===== config.mk =====
export PLATFORM = sky130hd
export DESIGN_NAME = irq_prio_ctrl
export DESIGN_NICKNAME = d
export VERILOG_FILES = /design/src/rtl/irq_pkg.sv /design/src/rtl/irq_pulse_filt.sv /design/src/rtl/irq_arbiter.sv /design/src/rtl/irq_prio_ctrl.sv
export SDC_FILE = /design/constraint.sdc
export NUM_CORES = 1
export LEC_CHECK = 0
export ABC_AREA = 1
export BUFFER_PORTS_ARGS = -buffer_cell sky130_fd_sc_hd__buf_2
export CORE_MARGIN = 2
export CORE_UTILIZATION = 40
export CTS_CLUSTER_DIAMETER = 40
export DETAILED_ROUTE_END_ITERATION = 7
export HOLD_SLACK_MARGIN = 0.08
export PLACE_DENSITY = 0.56
export SLEW_MARGIN = 30
export SYNTH_ARGS = -nofsm -noshare
export SYNTH_HDL_FRONTEND = slang
export SYNTH_SLANG_ARGS = --single-unit

===== constraint.sdc =====
create_clock -name clk -period 11.63 [get_ports clk]
set_input_delay 2.326 -clock clk [delete_from_list [all_inputs] [get_ports clk]]
set_output_delay 2.326 -clock clk [all_outputs]
set_load 0.05 [all_outputs]

===== src/rtl/irq_pkg.sv =====
package irq_pkg;

  typedef logic [2:0] lvl_t;

  localparam lvl_t LVL_OFF = 3'd0;
  localparam lvl_t LVL_NMI = 3'd7;

  // a level takes part in arbitration only when non-zero
  function automatic logic lvl_enabled(input lvl_t l);
    return l != LVL_OFF;
  endfunction

  // strict comparison against the processor priority level
  function automatic logic lvl_above(input lvl_t l, input lvl_t ipl);
    return l > ipl;
  endfunction

endpackage


===== src/rtl/irq_pulse_filt.sv =====
module irq_pulse_filt #(
  parameter int  MIN_W   = 4,
  parameter logic RST_LVL = 1'b0
) (
  input  logic clk,
  input  logic rst_n,
  input  logic in_i,
  output logic lvl_o
);

  localparam int CW = $clog2(MIN_W) + 1;

  logic          s1_q, s2_q, lvl_q;
  logic [CW-1:0] cnt_q;

  always_ff @(posedge clk or negedge rst_n) begin
    if (!rst_n) begin
      s1_q  <= RST_LVL;
      s2_q  <= RST_LVL;
      lvl_q <= RST_LVL;
      cnt_q <= '0;
    end else begin
      s1_q <= in_i;
      s2_q <= s1_q;
      if (s2_q == lvl_q) begin
        cnt_q <= '0;
      end else if (cnt_q == CW'(MIN_W - 1)) begin
        lvl_q <= s2_q;
        cnt_q <= '0;
      end else begin
        cnt_q <= cnt_q + 1'b1;
      end
    end
  end

  assign lvl_o = lvl_q;

endmodule


===== src/rtl/irq_arbiter.sv =====
module irq_arbiter
  import irq_pkg::*;
#(
  parameter int N_SRC = 6,
  parameter int IDX_W = 3
) (
  input  logic [N_SRC-1:0]   flags_i,
  input  logic [3*N_SRC-1:0] lvls_i,
  output logic               valid_o,
  output logic [IDX_W-1:0]   id_o,
  output lvl_t               lvl_o
);

  always_comb begin
    valid_o = 1'b0;
    id_o    = '0;
    lvl_o   = LVL_OFF;
    // descending scan with >= lets the lower index win a tie
    for (int i = N_SRC - 1; i >= 0; i--) begin
      if (flags_i[i] && lvl_enabled(lvls_i[3*i +: 3]) &&
          (lvls_i[3*i +: 3] >= lvl_o)) begin
        valid_o = 1'b1;
        id_o    = IDX_W'(i);
        lvl_o   = lvls_i[3*i +: 3];
      end
    end
  end

endmodule


===== src/rtl/irq_prio_ctrl.sv =====
module irq_prio_ctrl
  import irq_pkg::*;
#(
  parameter int N_SRC     = 6,
  parameter int EXT_MIN_W = 4,
  parameter int NMI_MIN_W = 6,
  localparam int IDX_W    = $clog2(N_SRC + 1),
  localparam int ACK_W    = IDX_W + 3
) (
  input  logic             clk,
  input  logic             rst_n,
  input  logic [N_SRC-1:0] ext_irq_i,
  input  logic             nmi_n_i,
  input  logic             cfg_we_i,
  input  logic [IDX_W-1:0] cfg_sel_i,
  input  logic [2:0]       cfg_lvl_i,
  input  logic             cfg_pol_i,
  input  logic             flag_we_i,
  input  logic [IDX_W-1:0] flag_sel_i,
  input  logic             flag_val_i,
  input  logic             i_flag_i,
  input  logic [2:0]       ipl_i,
  input  logic             insn_done_i,
  input  logic             ack_rd_i,
  output logic             irq_req_o,
  output logic [ACK_W-1:0] ack_data_o
);

  localparam logic [IDX_W-1:0] NMI_ID = IDX_W'(N_SRC);

  logic [3*N_SRC-1:0] lvl_q;
  logic [N_SRC-1:0]   pol_q;
  logic [N_SRC-1:0]   flag_q, flag_nx;
  logic [N_SRC-1:0]   filt_w, act_w, act_q, edge_w, ack_clr_w;
  logic               nmi_filt_w, nmi_filt_q, nmi_edge_w, nmi_pend_q;
  logic               go_q;
  logic               win_valid_w;
  logic [IDX_W-1:0]   win_id_w;
  lvl_t               win_lvl_w;
  logic [ACK_W-1:0]   ack_word_w, ack_data_q;

  // input conditioning, one filter per external source
  for (genvar i = 0; i < N_SRC; i++) begin : g_src
    irq_pulse_filt #(.MIN_W(EXT_MIN_W), .RST_LVL(1'b0)) u_filt (
      .clk   (clk),
      .rst_n (rst_n),
      .in_i  (ext_irq_i[i]),
      .lvl_o (filt_w[i])
    );
    assign act_w[i]     = pol_q[i] ? filt_w[i] : ~filt_w[i];
    assign edge_w[i]    = act_w[i] & ~act_q[i];
    assign ack_clr_w[i] = ack_rd_i & ~nmi_pend_q & win_valid_w &
                          (win_id_w == IDX_W'(i));
  end

  irq_pulse_filt #(.MIN_W(NMI_MIN_W), .RST_LVL(1'b1)) u_nmi_filt (
    .clk   (clk),
    .rst_n (rst_n),
    .in_i  (nmi_n_i),
    .lvl_o (nmi_filt_w)
  );
  assign nmi_edge_w = nmi_filt_q & ~nmi_filt_w;

  irq_arbiter #(.N_SRC(N_SRC), .IDX_W(IDX_W)) u_arb (
    .flags_i (flag_q),
    .lvls_i  (lvl_q),
    .valid_o (win_valid_w),
    .id_o    (win_id_w),
    .lvl_o   (win_lvl_w)
  );

  // configuration registers
  always_ff @(posedge clk or negedge rst_n) begin
    if (!rst_n) begin
      lvl_q <= '0;
      pol_q <= '0;
    end else if (cfg_we_i) begin
      for (int i = 0; i < N_SRC; i++) begin
        if (cfg_sel_i == IDX_W'(i)) begin
          lvl_q[3*i +: 3] <= cfg_lvl_i;
          pol_q[i]        <= cfg_pol_i;
        end
      end
    end
  end

  // flag update: edge beats a software write, write beats an ack clear
  always_comb begin
    for (int i = 0; i < N_SRC; i++) begin
      if (edge_w[i])
        flag_nx[i] = 1'b1;
      else if (flag_we_i && (flag_sel_i == IDX_W'(i)))
        flag_nx[i] = flag_val_i;
      else if (ack_clr_w[i])
        flag_nx[i] = 1'b0;
      else
        flag_nx[i] = flag_q[i];
    end
  end

  always_comb begin
    if (nmi_pend_q)
      ack_word_w = {LVL_NMI, NMI_ID};
    else if (win_valid_w)
      ack_word_w = {win_lvl_w, win_id_w};
    else
      ack_word_w = '0;
  end

  always_ff @(posedge clk or negedge rst_n) begin
    if (!rst_n) begin
      flag_q     <= '0;
      act_q      <= '1;
      nmi_filt_q <= 1'b1;
      nmi_pend_q <= 1'b0;
      go_q       <= 1'b0;
      ack_data_q <= '0;
    end else begin
      flag_q     <= flag_nx;
      act_q      <= act_w;
      nmi_filt_q <= nmi_filt_w;
      if (nmi_edge_w)
        nmi_pend_q <= 1'b1;
      else if (ack_rd_i && nmi_pend_q)
        nmi_pend_q <= 1'b0;
      if (insn_done_i)
        go_q <= 1'b1;
      if (ack_rd_i)
        ack_data_q <= ack_word_w;
    end
  end

  assign irq_req_o  = go_q & (nmi_pend_q |
                      (i_flag_i & win_valid_w & lvl_above(win_lvl_w, ipl_i)));
  assign ack_data_o = ack_data_q;

endmodule


Word level (Yosys, flattened, before mapping)
Index checks and enable logic that the tools add are counted.
{"block": "totals", "ff_bits": 88, "inputBits": 28, "out_inout_bits": 7, "word_cells": 242}
{"block": "op_classes", "n_addsub": 7, "order_cmp": 7, "eq_ne": 29, "mux": 60, "n_bitwise": 40, "n_reduce_logical": 48}
{"cell": "$mux W3", "n": 24}
{"cell": "$eq A3 B2 Y1 const B", "n": 12}
{"cell": "$reduce_bool A3 Y1", "n": 12}
{"cell": "$mux W1", "n": 32}
{"cell": "$reduce_and A2 Y1", "n": 13}
{"cell": "$not A1 Y1", "n": 21}
{"cell": "$logic_and A1 B1 Y1", "n": 19}
{"cell": "$add A3 B1 Y3 const B", "n": 6}
{"cell": "$and A1 B1 Y1", "n": 18}
{"cell": "$eq A3 B3 Y1 const B", "n": 6}
{"cell": "$ge A3 B3 Y1", "n": 5}
{"cell": "$mux W6", "n": 2}
{"cell": "$eq A3 B1 Y1 const B", "n": 3}
{"cell": "$logic_not A3 Y1", "n": 3}
{"cell": "$mux W4", "n": 2}
{"cell": "$eq A1 B1 Y1", "n": 7}
{"cell": "$add A4 B1 Y4 const B", "n": 1}
{"cell": "$eq A4 B3 Y1 const B", "n": 1}
{"cell": "$ge A3 B1 Y1 const B", "n": 1}
{"cell": "$gt A3 B3 Y1", "n": 1}
{"cell": "$reduce_bool A2 Y1", "n": 1}
{"cell": "$or A1 B1 Y1", "n": 1}

Depth between registers and ports, before layout
Gate-level depths: netlist of run 1.
{"block": "logic_depth", "ltp_word": 24, "depth_mapped": 52}

Modules after synthesis
From an unflattened synthesis of run 1, not the netlist that was laid out.
{"block": "unflattened", "hier_cells": 579, "hier_area_um2": 4589.4}
{"mod": "irq_prio_ctrl", "instances": 1, "cells_per_inst": 258, "area_per_inst_um2": 2099.5, "seq_area_each_um2": 1134.8}
{"mod": "irq_pulse_filt (g_src[0].u_filt ...)", "instances": 6, "cells_per_inst": 25, "area_per_inst_um2": 239.0, "seq_area_each_um2": 150.1}
{"mod": "irq_arbiter", "instances": 1, "cells_per_inst": 142, "area_per_inst_um2": 767.0, "seq_area_each_um2": 0.0}
{"mod": "irq_pulse_filt (u_nmi_filt)", "instances": 1, "cells_per_inst": 29, "area_per_inst_um2": 289.0, "seq_area_each_um2": 178.9}

Least setup slack after synthesis of run 1
OpenSTA, ideal clock, no wires.
{"block": "synth_path", "path_type": "reg-to-output", "from": "reg lvl_q[16]", "to": "out irq_req_o", "arrival_time_ns": 6.954, "slack_ns": 2.350, "stages_incl_launch_ff": 53, "path_buffers": 0, "path_cell_list": "dfrtp_1 inv_1 a21oi_1 inv_1 nor2_1 ha_1 inv_1 nand2_1 nand2_1 nand2_1 nand2_2 nand2_1 o21ai_0 ha_1 inv_1 nand2_1 o21ai_0 inv_1 (+17 left out) o211ai_1 nand2_1 inv_1 nand2_1 and2_1 inv_1 ha_1 a21oi_1 o211ai_1 nand2_1 inv_1 nand2_1 nand2_1 ha_1 nand2_1 o21ai_0 nand4_1 a21boi_0"}
{"block": "synth_between", "elab_chain_cells": 23, "elab_cells_between_ends": 31, "cone_classes": "7 x order compare; 12 x mux; 4 x bitwise; 8 x reduce/logical"}
{"item": "from (decl)", "line_no": "irq_prio_ctrl.sv:31", "rtl": "logic [3*N_SRC-1:0] lvl_q;"}
{"item": "from (signal, indexed assignment)", "line_no": "irq_prio_ctrl.sv:80", "rtl": "lvl_q[3*i +: 3] <= cfg_lvl_i;"}
{"item": "parallel branches: the longest is 20 deep, another holds $ge A3 B1 Y1"}
{"item": "$and A1 B1 Y1 (*)", "line_no": "irq_prio_ctrl.sv:134", "rtl": "(i_flag_i & win_valid_w & lvl_above(win_lvl_w, ipl_i)));"}
{"item": "$or A1 B1 Y1 (*)", "line_no": "irq_prio_ctrl.sv:133", "rtl": "assign irq_req_o = go_q & (nmi_pend_q |"}
{"item": "$and A1 B1 Y1 (*)", "line_no": "irq_prio_ctrl.sv:133"}
{"item": "to (decl)", "line_no": "irq_prio_ctrl.sv:25", "rtl": "output logic irq_req_o,"}
Mark *: on every way between the ends.

Worst setup path in the final report of run 1
Ends and elaborated chain as after synthesis.

==> results of run 1 <==
placed cells by master (no fill, tap or decap), drive strengths merged, types with 3 or more instances in the layout:
master / synthesis / final
ha: 24 / 24
bufinv: 0 / 3
dfstp: 10 / 10
a21oi: 17 / 17
nor2: 32 / 32
or2: 9 / 9
o21ai: 36 / 36
nand3: 28 / 28
and2: 5 / 5
mux2: 6 / 6
nand2: 126 / 126
xnor2: 8 / 8
buf: 0 / 35
inv: 72 / 74
o21bai: 3 / 3
nor3: 9 / 9
dfrtp: 78 / 78
nor3b: 5 / 5
clkbuf: 0 / 10
worst max path at each step:
stage	start	end	slack, ns	cells past startpoint
after floorplan	lvl_q[16]	irq_req_o	2.35	52
after global placement	lvl_q[16]	irq_req_o	2.61	53
after detailed placement	lvl_q[16]	irq_req_o	2.37	53
after CTS	flag_q[5]	irq_req_o	1.97	53
after global routing	flag_q[5]	irq_req_o	1.06	53
final	lvl_q[16]	irq_req_o	1.98	53
routing by layer:
metal,up-vias,wire length [um],track usage
li1,1630,-,-
met1,1482,4110,0.206
met2,53,3880,0.257
met3,11,345,0.0430
met4,0,97,0.0403
met5,-,0,0
power groups by stage:
stage	Clock [mW]	Sequential [mW]	Combinational, mW
detailed placement	0	0.463	0.710
global placement	0	0.459	0.695
CTS	0.267	0.457	0.713
global route	0.280	0.469	0.815
finish	0.261	0.456	0.706
floorplan	0	0.483	0.537
sequential cells by signal, summed over array words and instances (netlist names):
name / flops
lvl_q: 18
nmi_filt_q: 1
u_nmi_filt.s1_q: 1
act_q: 6
u_nmi_filt.cnt_q: 4
u_nmi_filt.s2_q: 1
ack_data_o: 6
g_src.u_filt.s1_q: 6
g_src.u_filt.s2_q: 6
go_q: 1
g_src.u_filt.cnt_q: 18
nmi_pend_q: 1
pol_q: 6
u_nmi_filt.lvl_o: 1
g_src.u_filt.lvl_o: 6
flag_q: 6
final cells by class:
type                            count  area [um^2]
Clock buffer                       10          128
Clock inverter                      6          115
Fill cell                        1008         5500
Inverter                           72          270
Multi-Input combinational cell    322         1840
Sequential cell                    88         2210
Tap cell                          136          170
Timing Repair Buffer               35          180
Yosys cell counts (all sizes together):
| library cell | instances | area (um^2) |
|---|---|---|
| o2111ai | 1 | 8.76 |
| o21ai | 36 | 180 |
| nor3b | 5 | 37.5 |
| nand2 | 126 | 544 |
| a31oi | 1 | 6.26 |
| and2 | 5 | 31.3 |
| a21boi | 2 | 18.8 |
| nor2 | 32 | 123 |
| o31a | 1 | 8.76 |
| inv | 72 | 270 |
| dfstp | 10 | 263 |
| nand3 | 28 | 150 |
| a21oi | 17 | 96.4 |
| nand3b | 1 | 7.51 |
| nor3 | 9 | 45.0 |
| nand4 | 2 | 12.5 |
| xor2 | 2 | 17.5 |
| or2 | 9 | 56.3 |
| o21bai | 3 | 26.3 |
| o211ai | 2 | 15.0 |
| o22ai | 2 | 12.5 |
| dfrtp | 78 | 1950 |
| mux2 | 6 | 67.6 |
| ha | 24 | 300 |
| xnor2 | 8 | 70.1 |
kinds of logic (layout without fill, tap and decap cells):
kind of cell,after synthesis,after routing,share of synthesized area
buffers and inverters,72,123,0.0626
AO/OA/AOI/OAI,65,65,0.0863
flip-flops,88,88,0.513
XOR/XNOR,10,10,0.0203
adder cells (fa/ha/maj),24,24,0.0695
AND/OR/NAND/NOR,217,217,0.233
multiplexers,6,6,0.0156
==> results.md, run 1 <==
* Status: finished clean
* FP Rows at 37
* Leakage at 2.50 nW
* Hold_ws at 0.356 ns
* Hold Crit Depth at 0
* CP Capture Type: primary output
* Fraction of layout cells with a size suffix above 1 at 0.182
* RSZ-0062 raised after global routing: no
* TritonRoute pass-1 iters at 4
* Worst Hold End: g_src[2].u_filt.s2_q
* Num ports at 35
* Sequential power share at 0.320
* Starting density of the core at 0.415
* Clock-pin transition on the worst setup and hold timing paths at 0.09 ns
* WS Path Type: reg -> out
* Final Hold Fails at 0
* Pins Over Slew Limit at 0
* Internal power at 0.808 mW
* H-tree Lvls at 3
* Setup WS post-layout at 1.98 ns
* Top delay family on crit path: simple AND/OR/NAND/NOR gates
* Die ar. at 0.0116 mm^2
* Critical Path AT at 7.32 ns
* Clk sink count at 88
* Post-placement cell count at 653
* Via density at 4.75
* Synth Register Bits at 88
* Gr ovfl total at 0
* Vias in the first global route at 3,032
* Netlist Area Pre-Place at 0.00432 mm^2
* Die Height at 108 um
* HP Start: g_src[2].u_filt.s1_q
* Slowest library cell on the worst path: dfrtp_1
* Layout Area Growth over Synthesis at 13.7%
* Post-Syn Instances at 482
* Root Buffer: clkbuf_8
* Worst r2r path cells at 51
* WP buf/inv at 11
* PwrDens at 290 mW/mm^2
* Core area at 0.0104 mm^2
* Cell area after placement at 0.00467 mm^2
* Dpl hpwl at 6300 um
* # setup viols final at 0
* Max VDD drop at 0.115 mV
* Final period util at 0.830
* Final antenna-violating net count at 0
* Final min period at 9.65 ns
* Clk Latency, worst-skew pair at 0.36 ns
* Initial antenna violation count at 0
* Total chip power at 1.42 mW
* Finished Cell Area at 0.00491 mm^2
* Iter 0 DRT Violations at 153
* Antenna cells at 0
* Layout Nets at 580
* Clk pwr share at 0.184
* Worst r2r dst: flag_q[5]
* Synthesis Warnings at 0
* Die Span X at 108 um
* Fmax at 104 MHz
* Worst-Margin Slew at 0.752 ns
* Largest net degree at the start of global routing at 62
* MaxCap Viol Count at 0
* Netlist cell types at 35
* Reg2Reg Setup Slack at 5.05 ns
* Total GRT Usage at 0.157
* Post-CTS Setup Bufs at 0
* Filler-free cell count of the finished design at 669
* Num CTS Buffers at 9
* Startpoint types: flop
* CP max FO at 10
* Logic gate share of total power at 0.496
* Syn Area/Cell at 8.96 um^2
* Util after Layout at 0.472
* Slew margin rel. at 0.499
* Setup TNS at 0 ns
* Clk buf depth at 2
* Wire per inst at 12.6 um
* RR Startpoint: lvl_q[16]
* Syn_nets at 534
* DRT Wirelength at 8440 um
* Seq/Total Area, Yosys at 0.513
* Worst Skew at 0.0143 ns
* Crit-path most repeated cell: nand2_1
* Largest stage delay, worst path at 0.38 ns
* Cts hold-fix bufs at 0
* Sw Ratio at 0.433
* Vias at 3,176
* PostCTS Resize Cnt at 0
* TritonCTS clock tree: done
* P_sw at 0.616 mW
* GPL Wtd Cong at 0.873
* Dpl ws at 2.37 ns
* DRC errors left at 0
* Worst EP required at 9.30 ns
* Worst Hold Class: reg -> reg
* IO buf count at 34
* First-pass GRT wire length at 14,200 um
Note: power is estimated with default switching activity, not from simulation.
==> inputs of run 2 (changes only) <==
==> constraint.sdc (replaced) <==
create_clock -name clk -period 9.7 [get_ports clk]
set_input_delay 1.94 -clock clk [delete_from_list [all_inputs] [get_ports clk]]
set_output_delay 1.94 -clock clk [all_outputs]
set_load 0.05 [all_outputs]
==> run 2 against run 1 <==
Net effect: design area grew 0.84%; cell count increased by 0.60%; count of clock-buffer cells in the layout unchanged; global-route usage is the same; via count is 0.25% higher; sequential power is 20% higher; worst setup slack worse by 1.1 ns; largest power group unchanged; critical endpoint unchanged; total power up 22%.
==> results.md, run 2 (synthesis gave the netlist of run 1 again) <==
* Core area at 0.0104 mm^2 (unchanged)
* Most common cell after layout, fill and taps aside: nand2_1
* PwrDens at 352 mW/mm^2 (+21%)
* CP Capture Type: primary output
* Num CTS Buffers at 9 (unchanged)
* Leakage at 2.52 nW (+0.79%)
* Max VDD drop at 0.147 mV (+28%)
* Util after Layout at 0.476 (+0.00396)
* DRC errors left at 0 (unchanged)
* Clock-pin transition on the worst setup and hold timing paths at 0.09 ns (about the same)
* H-tree Lvls at 3 (unchanged)
* Worst r2r dst: flag_q[4]
* Layout Nets at 584 (+0.69%)
* Root Buffer: clkbuf_8
* Die ar. at 0.0116 mm^2 (unchanged)
* Vias at 3,184 (+0.25%)
* Biggest regs: g_src.u_filt.cnt_q (18), lvl_q (18)
* Slowest library cell on the worst path: dfrtp_1
* Die Height at 108 um (unchanged)
* GPL Wtd Cong at 0.873 (unchanged)
* Fmax at 113 MHz
* MaxCap Viol Count at 0 (unchanged)
* Worst-Margin Slew at 0.759 ns (+0.00698 ns)
* Filler-free cell count of the finished design at 673 (+0.60%)
* Worst Hold End: g_src[2].u_filt.s2_q
* RR Startpoint: lvl_q[16]
* HP Start: g_src[2].u_filt.s1_q
* Clk buf depth at 2 (unchanged)
* Crit-path most repeated cell: nand2_1
* Slew margin rel. at 0.494 (-0.00465)
* Final Hold Fails at 0 (unchanged)
* Initial antenna violation count at 0 (unchanged)
* Final min period at 8.86 ns
* Final antenna-violating net count at 0 (unchanged)
* Post-placement cell count at 653 (unchanged)
* Final period util at 0.914
* Commonest non-fill, non-tap cells in the layout: 111 x nand2_1, 78 x dfrtp_1, 69 x inv_1, 34 x o21ai_0, 32 x buf_2
* Layout Area Growth over Synthesis at 14.7%
* First-pass GRT wire length at 14,200 um (unchanged)
* Clk sink count at 88 (unchanged)
* Die Span X at 108 um (unchanged)
* Wire per inst at 12.6 um (+0.12%)
* Filler cells at 999 (-0.89%)
* TritonRoute pass-1 iters at 4 (unchanged)
* CP max FO at 10 (unchanged)
* Worst Skew at 0.0112 ns (-0.00316 ns)
* Hold Crit Depth at 0 (unchanged)
* Clk Latency, worst-skew pair at 0.36 ns (about the same)
* Antenna cells at 0 (unchanged)
* Dpl hpwl at 6300 um (unchanged)
* Pins Over Slew Limit at 0 (unchanged)
* Worst r2r path cells at 52 (+2.0%)
* Vias in the first global route at 3,032 (unchanged)
* Via density at 4.73 (-0.34%)
* Critical Path AT at 6.92 ns (-0.40 ns)
* # setup viols final at 0 (unchanged)
* DRT Wirelength at 8500 um (+0.72%)
* WS Path Type: reg -> out
* Cts hold-fix bufs at 0 (unchanged)
* Worst EP required at 7.76 ns (-1.54 ns)
* Starting density of the core at 0.415 (unchanged)
* Iter 0 DRT Violations at 133 (-13%)
* Worst Hold Class: reg -> reg
* Startpoint types: flop
* Reg2Reg Setup Slack at 3.34 ns (-1.71 ns)
* Num ports at 35 (unchanged)
* Gr ovfl total at 0 (unchanged)
* Largest net degree at the start of global routing at 62 (unchanged)
* Status: finished clean
* IO buf count at 34 (unchanged)
* Fraction of layout cells with a size suffix above 1 at 0.194 (+0.0117)
* Largest stage delay, worst path at 0.38 ns (about the same)
* TritonCTS clock tree: done
* Total GRT Usage at 0.157 (unchanged)
* FP Rows at 37 (unchanged)
## run 2: cell types whose count changed in the layout (fill, tap and decap cells not counted), sizes merged
cell  delta
buf      +4
## run 2: worst max path at each step
stage	to	depth (start not counted)	startpoint	slack, ns
5_1_grt	irq_req_o	53	lvl_q[16]	-0.08
3_5_place_dp	irq_req_o	53	lvl_q[16]	0.83
4_1_cts	irq_req_o	53	flag_q[5]	0.43
6_report	irq_req_o	53	lvl_q[16]	0.84
3_3_place_gp	irq_req_o	53	lvl_q[16]	1.07
2_1_floorplan	irq_req_o	52	lvl_q[16]	0.81
## run 2: repair_timing
action / in CTS / in global routing
setup endpoints to repair: 0 / 1
gates resized for setup: 0 / 5
setup buffers: 0 / 4
## run 2: power breakdown
| part | switching (mW) | internal, mW |
|---|---|---|
| Sequential | 0.0660 | 0.481 |
| Clock | 0.140 | 0.173 |
| Combinational | 0.545 | 0.338 |
| Total | 0.751 | 0.992 |
## run 2: cell type report
class | instances | area (um^2) | share of cell area
clock inverters | 6 | 115 | 0.0232
multi-input cells | 322 | 1840 | 0.372
clock buffers | 10 | 128 | 0.0258
repair buffers | 39 | 213 | 0.0429
flip-flops and latches | 88 | 2210 | 0.447
well taps | 136 | 170 | 0.0343
inverters | 72 | 270 | 0.0545
## run 2: per-stage QoR
step	hold slack, ns	worst slack [ns]	instance area, um^2	power, mW	TNS [ns]
after global routing	0.364	-0.0761	4950	1.91	-0.0761
after detailed placement	0.335	0.830	4670	1.41	0
after floorplan	0.331	0.806	4320	1.22	0
final	0.356	0.839	4950	1.74	0
after global placement	0.332	1.07	4670	1.38	0
after CTS	0.359	0.425	4910	1.72	0
## run 2: worst max-delay path, delay by kind of cell (launching register included)
kind                       cells  cell delay, ns
buffers and inverters         11            0.84
and+or+nand+nor               25            2.08
AOI/OAI and AO/OA             11            1.56
adders and majority gates      6            1.71
DFF                            1            0.38
## run 2: metal layers
layer	part of all wire	GRT usage	wire length (um)
met5	0	0	0
met1	0.47	0.206	3970
met2	0.46	0.257	3910
met4	0.015	0.0403	129
met3	0.057	0.0430	487
==> inputs of run 3 (changes only) <==
--- a/config.mk
+++ b/config.mk
@@ -5,7 +5,6 @@
 export SDC_FILE = /design/constraint.sdc
 export NUM_CORES = 1
 export LEC_CHECK = 0
-export ABC_AREA = 1
 export BUFFER_PORTS_ARGS = -buffer_cell sky130_fd_sc_hd__buf_2
 export CORE_MARGIN = 2
 export CORE_UTILIZATION = 40
==> constraint.sdc (replaced) <==
create_clock -name clk -period 9.7 [get_ports clk]
set_input_delay 1.455 -clock clk [delete_from_list [all_inputs] [get_ports clk]]
set_output_delay 1.455 -clock clk [all_outputs]
set_load 0.05 [all_outputs]
==> run 3 against run 2 <==
Net effect: first-iteration DRC count increased by 3.0%; register-to-register slack got worse by 0.49 ns; clock power decreased by 11%; via count decreased by 7.7%; combinational power increased by 31%; sequential power increased by 4.0%; critical endpoint unchanged; largest cell class unchanged.
==> results.md, run 3 <==
* Status: finished clean
* Synth Register Bits at 88 (unchanged)
* Largest net degree at the start of global routing at 63 (+1.6%)
* Worst EP required at 8.25 ns (+0.49 ns)
* Syn Area/Cell at 11.9 um^2 (+33%)
* Setup TNS at 0 ns (unchanged)
* Final antenna-violating net count at 0 (unchanged)
* TritonCTS clock tree: done
* Vias at 2,939 (-7.7%)
* Dpl hpwl at 6410 um (+1.7%)
* Hold_ws at 0.351 ns (-0.00475 ns)
* Antenna cells at 0 (unchanged)
* First-pass GRT wire length at 14,700 um (+3.4%)
* CP max FO at 7 (-3)
* Most common cell after layout, fill and taps aside: dfrtp_1
* H-tree Lvls at 3 (unchanged)
* Main flop type after synthesis: dfrtp_1
* Synthesis Warnings at 0 (unchanged)
* IO buf count at 34 (unchanged)
* Final min period at 9.15 ns (+0.287 ns)
* Startpoint types: flop
* Top delay family on crit path: compound AO/OA/AOI/OAI gates
* Worst Hold Class: reg -> reg
* Util after Layout at 0.494 (+0.0188)
* Cts hold-fix bufs at 0 (unchanged)
* GPL Wtd Cong at 0.828 (-5.1%)
* Clk Latency, worst-skew pair at 0.35 ns (about the same)
* Clock-pin transition on the worst setup and hold timing paths at 0.08 ns (about the same)
* Clk sink count at 88 (unchanged)
* Largest stage delay, worst path at 0.46 ns (+0.08 ns)
* Vias in the first global route at 2,963 (-2.3%)
* Ys async rst share at 1.00 (unchanged)
* Slowest library cell on the worst path: dfrtp_2
* Dpl ws at 0.323 ns (-0.507 ns)
* FP Rows at 37 (unchanged)
* Layout Area Growth over Synthesis at 19.6%
* Post-Syn Instances at 360 (-25%)
* Largest area contributor in the synthesized netlist: dfrtp_1
* Initial antenna violation count at 1 (+1)
* Max VDD drop at 0.196 mV (+33%)
* Number of cells on the critical path at 41 (-23%)
* Synth top area share at 0.455 (+0.00369)
* Netlist cell types at 59 (+69%)
* DRC errors left at 0 (unchanged)
* Die ar. at 0.0116 mm^2 (-0.78%)
* MaxCap Viol Count at 0 (unchanged)
* Wire per inst at 15.6 um (+24%)
* Fraction of layout cells with a size suffix above 1 at 0.336 (+0.142)
* Die Span X at 108 um (-0.39%)
* PwrDens at 393 mW/mm^2 (+12%)
* Worst r2r path cells at 35 (-33%)
* Worst-Margin Slew at 0.761 ns (+0.00242 ns)
* Crit-path most repeated cell: ha_1
* Area contributors post-synth: dfrtp_1 46%, ha_1 7.0%, mux2_2 6.3%
* Iter 0 DRT Violations at 137 (+3.0%)
* Core area at 0.0104 mm^2 (-0.44%)
* Hold Crit Depth at 0 (unchanged)
* Leakage at 2.23 nW (-11%)
* Num ports at 35 (unchanged)
* Filler cells at 973 (-2.6%)
* Biggest regs: g_src.u_filt.cnt_q (18), lvl_q (18)
* DRT Wirelength at 8820 um (+3.8%)
* Total GRT Usage at 0.164 (+0.00714)
* Pins Over Slew Limit at 0 (unchanged)
* Post-synth EDFFs at 0 (unchanged)
* Commonest non-fill, non-tap cells in the layout: 76 x dfrtp_1, 32 x buf_2, 24 x mux2_2, 22 x buf_4, 21 x ha_1
* Die Height at 108 um (-0.39%)
* Root Buffer: clkbuf_8
* Gr ovfl total at 0 (unchanged)
* Setup WS post-layout at 0.552 ns (-0.287 ns)
* Slew margin rel. at 0.485 (-0.00890)
* Critical Path AT at 7.69 ns (+0.77 ns)
* Netlist Area Pre-Place at 0.00429 mm^2 (-0.81%)
* TritonRoute pass-1 iters at 4 (unchanged)
* Seq/Total Area, Yosys at 0.517 (+0.00419)
* Fmax at 109 MHz (-3.1%)
* Worst Skew at 0.0105 ns (-0.000696 ns)
* Via density at 5.20 (+9.9%)
* WP buf/inv at 2 (-9)
* CP Capture Type: primary output
* Starting density of the core at 0.413 (-0.00153)
* Final period util at 0.943 (+0.0296)
* Top-count cell post-synth: dfrtp_1
* Layout Nets at 476 (-18%)
* Syn_nets at 412 (-23%)
* Clk buf depth at 2 (unchanged)
* # setup viols final at 0 (unchanged)
* Num CTS Buffers at 9 (unchanged)
* Synth cell count leaders: 78 x dfrtp_1, 24 x ha_1, 24 x mux2_2
* Final Hold Fails at 0 (unchanged)
* WS Path Type: reg -> out
[run 3: cell types whose count changed in the layout (fill, tap and decap cells not counted), sizes merged, moves of 11 or more]
cell    delta
nand2    -105
o21ai     -18
mux2      +18
buf       +15
nand3     -23
nor2b     +11
inv       -55
nor2      -16
nand2b    +12
[run 3: final cells by class]
type / instances / area (um^2) / share of cell area
clock buffers: 10 / 128 / 0.0249
clock inverters: 6 / 92.6 / 0.0181
inverters: 18 / 67.6 / 0.0132
multi-input cells: 253 / 2130 / 0.415
flip-flops and latches: 88 / 2220 / 0.432
well taps: 136 / 170 / 0.0332
repair buffers: 54 / 325 / 0.0634
[run 3: cells by family (layout without fill, tap and decap cells)]
group                    after synthesis  in the layout  synth area share
XOR/XNOR                              15             15            0.0307
flip-flops                            88             88             0.517
AND/OR/NAND/NOR                      108            108             0.145
AO/OA/AOI/OAI                         79             79             0.150
adder cells (fa/ha/maj)               24             24            0.0701
buffers and inverters                 19             88            0.0166
multiplexers                          27             27            0.0701
[run 3: through the flow]
step | area [um^2] | cells | total power, mW
floorplan | 4290 | 360 | 1.32
CTS | 4900 | 549 | 1.85
global placement | 4650 | 532 | 1.53
finish | 5130 | 565 | 2.01
detailed placement | 4660 | 532 | 1.55
global route | 5130 | 565 | 2.18
[run 3: layer usage]
layer | vias to the layer above | part of all wire | track usage
met5 | - | 0.0015 | 0
met4 | 2 | 0.016 | 0.0623
met3 | 13 | 0.046 | 0.0339
met2 | 50 | 0.46 | 0.249
met1 | 1434 | 0.48 | 0.231
li1 | 1440 | - | -
[run 3: report_power, final]
part / leakage [nW] / internal, mW / switching (mW) / total (mW)
clock network: 0.103 / 0.147 / 0.133 / 0.280
logic: 1.08 / 0.548 / 0.616 / 1.16
registers: 1.05 / 0.483 / 0.0856 / 0.569
[run 3: final timing paths]
| kind | startpoint | to | slack, ns |
|---|---|---|---|
| worst max-delay path | flag_q[5] | irq_req_o | 0.55 |
| max in group asynchronous | rst_n | flag_q[5] | 7.57 |
| worst min-delay path | g_src[0].u_filt.s1_q | g_src[0].u_filt.s2_q | 0.35 |
| min in group asynchronous | rst_n | u_nmi_filt.cnt_q[0] | 0.99 |
| worst min register to register | g_src[0].u_filt.s1_q | g_src[0].u_filt.s2_q | 0.35 |
| worst max register to register | flag_q[5] | flag_q[3] | 2.85 |
[run 3: worst register-to-register path, delay by kind of cell, from the launching register on]
| kind | cells | cell delay [ns] |
|---|---|---|
| and+or+nand+nor | 11 | 1.64 |
| AOI/OAI and AO/OA | 17 | 3.07 |
| buffers and inverters | 1 | 0.06 |
| adders and majority gates | 5 | 1.29 |
| muxes | 1 | 0.23 |
| DFF | 1 | 0.46 |
[run 3: repair_timing]
item	4_1_cts	5_1_grt
cloned	0	0
buffers inserted	1	16
resized for setup	3	20
pin swaps	0	7
endpoints found under the setup margin	1	1
